$ cat src/rtl/tt_pkg.sv
// Package: shared types and field positions for the tick timer.
// Assumes a 4-bit control header above the period field.
package tt_pkg;
    typedef enum logic [1:0] {
        MODE_OFF     = 2'b00,
        MODE_RESTART = 2'b01,
        MODE_ONESHOT = 2'b10,
        MODE_CONT    = 2'b11
    } tt_mode_e;
endpackage

$ cat src/rtl/tt_match.sv
// Module: compares the low field of the incremented count with the period.
// Assumes the caller qualifies the result with a counting tick.
module tt_match #(
    parameter int PER_W = 28
) (
    input  logic [PER_W-1:0] next_low,
    input  logic [PER_W-1:0] period,
    output logic             hit
);
    // Equality of the low field only; upper count bits never reach here.
    always_comb hit = (next_low == period);
endmodule

$ cat src/rtl/tt_counter.sv
// Module: the count register. A write loads it. A step either increments
// it or clears it on a restart match. Assumes step is low in write cycles.
module tt_counter #(
    parameter int CNT_W = 32
) (
    input  logic             clk,
    input  logic             rst_n,
    input  logic             wr_cnt,
    input  logic [CNT_W-1:0] wr_data,
    input  logic             step,
    input  logic             restart,
    output logic [CNT_W-1:0] count,
    output logic [CNT_W-1:0] next_count
);
    // Incremented value offered to the comparator.
    always_comb next_count = count + CNT_W'(1);

    // Count register update: write, then step, otherwise hold.
    always_ff @(posedge clk) begin
        if (!rst_n)       count <= '0;
        else if (wr_cnt)  count <= wr_data;
        else if (step)    count <= restart ? '0 : next_count;
    end

    a_r11_write_lands: assert property (@(posedge clk) disable iff (!rst_n)
        wr_cnt |=> count == $past(wr_data));
    a_r2_step_adds_one: assert property (@(posedge clk) disable iff (!rst_n)
        (step && !restart && !wr_cnt) |=> count == $past(count) + CNT_W'(1));
    a_r5_restart_zero: assert property (@(posedge clk) disable iff (!rst_n)
        (step && restart && !wr_cnt) |=> count == '0);
endmodule

$ cat src/rtl/tt_ctrl.sv
// Module: control word (period, enable, pending, mode) plus the one-shot
// halt flag. Assumes match_evt is low in write cycles.
module tt_ctrl
    import tt_pkg::*;
#(
    parameter int PER_W = 28
) (
    input  logic             clk,
    input  logic             rst_n,
    input  logic             wr_ctl,
    input  logic [PER_W+3:0] wr_data,
    input  logic             match_evt,
    output logic [PER_W-1:0] period,
    output logic             int_en,
    output logic             pending,
    output tt_mode_e         mode,
    output logic             halted
);
    localparam int PEND_BIT = PER_W;
    localparam int IE_BIT   = PER_W + 1;
    localparam int MODE_LSB = PER_W + 2;

    // Control fields load on a write and otherwise hold.
    always_ff @(posedge clk) begin
        if (!rst_n) begin
            period <= '0;
            int_en <= 1'b0;
            mode   <= MODE_OFF;
        end else if (wr_ctl) begin
            period <= wr_data[PER_W-1:0];
            int_en <= wr_data[IE_BIT];
            mode   <= tt_mode_e'(wr_data[MODE_LSB +: 2]);
        end
    end

    // Pending flag: set by an enabled match, cleared only by writing 0.
    always_ff @(posedge clk) begin
        if (!rst_n)         pending <= 1'b0;
        else if (wr_ctl)    pending <= pending & wr_data[PEND_BIT];
        else if (match_evt) pending <= pending | int_en;
    end

    // Halt flag: a one-shot match sets it and any control write clears it.
    always_ff @(posedge clk) begin
        if (!rst_n)         halted <= 1'b0;
        else if (wr_ctl)    halted <= 1'b0;
        else if (match_evt && mode == MODE_ONESHOT) halted <= 1'b1;
    end

    a_r10_pending_sticky: assert property (@(posedge clk) disable iff (!rst_n)
        (pending && !(wr_ctl && !wr_data[PEND_BIT])) |=> pending);
    a_r9_no_pend_when_masked: assert property (@(posedge clk) disable iff (!rst_n)
        (!pending && !int_en && !wr_ctl) |=> !pending);
    a_r10_write_never_sets: assert property (@(posedge clk) disable iff (!rst_n)
        (!pending && wr_ctl) |=> !pending);
endmodule

$ cat src/rtl/tick_timer.sv
// Module: top of the tick timer. It ties the counter, the comparator and
// the control word together and muxes the read port. Assumes tick_en is
// a single-cycle strobe in the clk domain.
module tick_timer
    import tt_pkg::*;
#(
    parameter int PER_W = 28
) (
    input  logic                 clk,
    input  logic                 rst_n,
    input  logic                 tick_en,
    input  logic                 wr_en,
    input  logic                 wr_sel,
    input  logic [PER_W+3:0]     wr_data,
    input  logic                 rd_sel,
    output logic [PER_W+3:0]     rd_data,
    output logic                 irq
);
    localparam int REG_W = PER_W + 4;

    logic [REG_W-1:0] count;
    logic [REG_W-1:0] next_count;
    logic [PER_W-1:0] period;
    logic             int_en;
    logic             pending;
    tt_mode_e         mode;
    logic             halted;
    logic             hit;
    logic             step;
    logic             match_evt;
    logic             restart;

    // A tick counts only in an active, unhalted mode and without a write.
    always_comb begin
        step      = tick_en && !wr_en && (mode != MODE_OFF) && !halted;
        match_evt = step && hit;
        restart   = match_evt && (mode == MODE_RESTART);
    end

    tt_counter #(.CNT_W(REG_W)) u_counter (
        .clk        (clk),
        .rst_n      (rst_n),
        .wr_cnt     (wr_en && !wr_sel),
        .wr_data    (wr_data),
        .step       (step),
        .restart    (restart),
        .count      (count),
        .next_count (next_count)
    );

    tt_match #(.PER_W(PER_W)) u_match (
        .next_low (next_count[PER_W-1:0]),
        .period   (period),
        .hit      (hit)
    );

    tt_ctrl #(.PER_W(PER_W)) u_ctrl (
        .clk       (clk),
        .rst_n     (rst_n),
        .wr_ctl    (wr_en && wr_sel),
        .wr_data   (wr_data),
        .match_evt (match_evt),
        .period    (period),
        .int_en    (int_en),
        .pending   (pending),
        .mode      (mode),
        .halted    (halted)
    );

    // Read mux and interrupt output.
    always_comb begin
        rd_data = rd_sel ? {mode, int_en, pending, period} : count;
        irq     = pending;
    end

    a_r3_off_holds: assert property (@(posedge clk) disable iff (!rst_n)
        (mode == MODE_OFF && !wr_en) |=> $stable(count));
    a_r6_halt_holds: assert property (@(posedge clk) disable iff (!rst_n)
        (halted && !wr_en) |=> $stable(count));
endmodule

$ cat config.mk
export PLATFORM = sky130hd
export DESIGN_NAME = tick_timer
export DESIGN_NICKNAME = d
export VERILOG_FILES = /design/src/rtl/tt_pkg.sv /design/src/rtl/tt_match.sv /design/src/rtl/tt_counter.sv /design/src/rtl/tt_ctrl.sv /design/src/rtl/tick_timer.sv
export SDC_FILE = /design/constraint.sdc
export NUM_CORES = 1
export LEC_CHECK = 0
export BUFFER_PORTS_ARGS = -buffer_cell sky130_fd_sc_hd__buf_2
export CAP_MARGIN = 10
export CORE_MARGIN = 1
export CORE_UTILIZATION = 40
export CTS_BUF_LIST = sky130_fd_sc_hd__clkbuf_16
export DETAILED_ROUTE_END_ITERATION = 16
export GPL_TIMING_DRIVEN = 1
export SYNTH_ARGS = -nofsm -noshare
export SYNTH_HDL_FRONTEND = slang
export SYNTH_HIERARCHICAL = 1
export SYNTH_SLANG_ARGS = --single-unit
$ cat constraint.sdc
create_clock -name clk -period 6 [get_ports clk]
set_input_delay 0.3 -clock clk [delete_from_list [all_inputs] [get_ports clk]]
set_output_delay 0.3 -clock clk [all_outputs]
set_load 0.02 [all_outputs]
==> results.py <==
metrics = {
    "die": {
        "fp.dieW_um": 107,
        "die_area_um2": 11300,
        "initial_core_util_pct": 41.8,
        "io_pins": 71,
        "die_h_um": 107,
        "coreArea_um2": 10500,
        "rows": 37,
    },
    "sta": {
        "slew_headroom_pct": 28.3,
        "finalCriticalPeriod_ns": 4.56,
        "fin_ws_ns": 1.44,
        "fmax_mhz": 219,
        "post-route-period-util_pct": 76.0,
        "tns_ns": 0,
        "skew_ns": 0.00726,
        "tightest_slew_ns": 1.08,
        "hold_viol": 0,
        "setup_viol": 0,
        "rsz0062_at_grt": "false",
        "finalMaxSlewViolations": 0,
    },
    "final_layout": {
        "fin_nets": 551,
        "fill_cells": 1061,
        "drive_gt1_share_pct": 25.2,
        "post-route-util_pct": 46.4,
        "seq_area_um2": 1300,
        "antennaDiodeCount": 0,
        "multi_input_area_um2": 2710,
        "area_growth_pct": 11.1,
    },
    "logic_synthesis": {
        "ys_top_cells_by_count": "dfxtp_1, nor2_1, xnor2_1, mux2i_1, mux2_4",
        "ys_seq_area_share_pct": 29.8,
        "synthArstFlopShare_pct": 0,
        "synth_edf_count": 0,
        "synth_most_common_cell": "dfxtp_1",
        "yosysWarnings": 6,
        "synthCells": 460,
        "synth_nets": 499,
        "netlist_area_um2": 4370,
        "synth.avg_cell_area_um2": 9.50,
        "synth_top_area_share_pct": 29.8,
        "ys.flop_type": "dfxtp_1",
        "synth_top_area_cell": "dfxtp_1",
        "synthTopCellsByArea": "dfxtp_1, mux2_4, mux2i_1",
        "yosysUniqueCellTypes": 52,
        "synth-seq-cells": 65,
    },
    "setup_path": {
        "critPathKind": "flop to flop",
        "worstPathRequired_ns": 6.18,
        "reg2regPathDepth": 15,
        "cp_max_fo": 18,
        "cp.arrival_ns": 4.75,
        "crit_path_start_kind": "flop",
        "worstSetupEndpointType": "flop",
    },
    "hold_path": {
        "hold_class": "input port to flop",
        "hold_depth": 3,
    },
    "clock_tree": {
        "root_buffer": "clkbuf_16",
        "cts_resized": 0,
        "clock-sinks": 65,
        "path_clk_slew_ns": 0.05,
        "clk_path_buf_depth": 2,
        "tritoncts": "built",
        "h-tree-depth": 3,
        "cts_hold_buf": 0,
        "clock_latency_ns": 0.33,
        "cts_setup_buffers": 0,
        "cts_inserted_buffers": 9,
    },
    "detailed_routing": {
        "wirelength_mm": 11.3,
        "drcViolationCount": 0,
        "wire_per_inst_um": 17.3,
        "dr_total_vias": 3586,
        "antenna_left": 0,
        "first_pass_iters": 5,
        "routed_via_density": 5.50,
        "drt_iter0_markers": 191,
    },
    "global_routing": {
        "gr-total-overflow": 0,
        "grt_pass1_wl_mm": 18.3,
        "antenna_found_initial": 0,
        "grt_pass1_vias": 3495,
        "grt_max_degree": 35,
        "grt_usage_pct": 20.9,
    },
    "placed_design": {
        "dp_hpwl_mm": 7.94,
        "io_buffers": 70,
        "gp_congestion": 0.903,
        "place_ws_ns": 1.48,
    },
    "pwr": {
        "peakVddDrop_v": 0.000127,
        "power_density_nw_per_um2": 232,
        "leakage_nw": 2.12,
    },
    "status": {
        "outcome": "completed",
    },
    "run": {
        "maxCapViolations": 0,
    },
}
==> flip-flops by register name, indices dropped and copies added, names as in the netlist <==
| signal | count |
|---|---|
| u_ctrl/int_en | 1 |
| u_counter/count | 32 |
| u_ctrl/pending | 1 |
| u_ctrl/mode | 2 |
| u_ctrl/period | 28 |
| u_ctrl/halted | 1 |
==> layout by cell type (no fill, tap or decap), types with 20 or more instances in the layout <==
master | Yosys | final
nand3_1 | 20 | 20
mux2i_1 | 31 | 31
and3_1 | 20 | 20
a21oi_1 | 24 | 24
buf_2 | 3 | 70
mux2_4 | 30 | 30
dfxtp_1 | 65 | 65
xnor2_1 | 34 | 34
nor2_1 | 55 | 55
xor2_1 | 23 | 23
==> critical path, stage by stage, from the launching register on <==
cell and delay, ns:
dfxtp_1 0.49, ha_1 0.29, nand3_2 0.23, nor4_4 0.49, nand2_1 0.14, xnor2_1 0.16
xor2_1 0.15, nor4_1 0.45, nand4_1 0.17, nor4_2 0.15, nand2b_1 0.11, nor4b_2 0.72
nor2b_1 0.18, nand3_1 0.27, inv_2 0.23, o2bb2ai_1 0.18
==> area by class of cell <==
class | instances | area share (%)
Sequential cell | 65 | 26.8
Clock buffer | 9 | 4.64
Inverter | 10 | 0.773
Tap cell | 136 | 3.51
Clock inverter | 6 | 0.541
Multi-Input combinational cell | 354 | 55.8
Timing Repair Buffer | 72 | 7.94
==> metal layers <==
layer,track usage [%],vias up,routed length [um]
met2,33.3,101,5310
met1,27.4,1710,5260
li1,-,1762,-
met3,4.66,13,567
met4,7.73,0,176
met5,0,-,0
==> cell families (layout without fill, tap and decap cells) <==
group	after synthesis	after routing	synth area share [%]
adder cells (fa/ha/maj)	1	1	0.286
XOR/XNOR	58	58	11.8
buffers and inverters	41	97	8.36
multiplexers	63	63	17.9
flip-flops	65	65	29.8
AO/OA/AOI/OAI	76	76	11.3
AND/OR/NAND/NOR	156	156	20.6
==> through the flow <==
stage / hold WS (ns) / cell area (um2) / instances / total power [mW]
4_1_cts: 0.207 / 4830 / 651 / 1.13
2_1_floorplan: 0.431 / 4370 / 460 / 0.637
5_1_grt: 0.210 / 4850 / 652 / 1.18
3_5_place_dp: 0.462 / 4570 / 636 / 0.682
6_report: 0.212 / 4850 / 652 / 1.13
3_3_place_gp: 0.458 / 4570 / 636 / 0.680
==> final timing paths <==
path	slack, ns	endpoint	from
setup / recovery	1.44	u_counter/count[14]	u_counter/count[0]
hold reg to reg	0.47	u_ctrl/halted	u_ctrl/halted
setup reg to reg	1.44	u_counter/count[14]	u_counter/count[0]
hold / removal	0.21	u_counter/count[15]	wr_data[15]
==> power breakdown <==
| group | leakage, nW | switching (mW) | internal [mW] |
|---|---|---|---|
| sequential | 0.532 | 0.0349 | 0.454 |
| combinational | 1.47 | 0.0998 | 0.0861 |
| clock | 0.119 | 0.181 | 0.269 |
No activity file was read; power rests on OpenSTA's default activity.
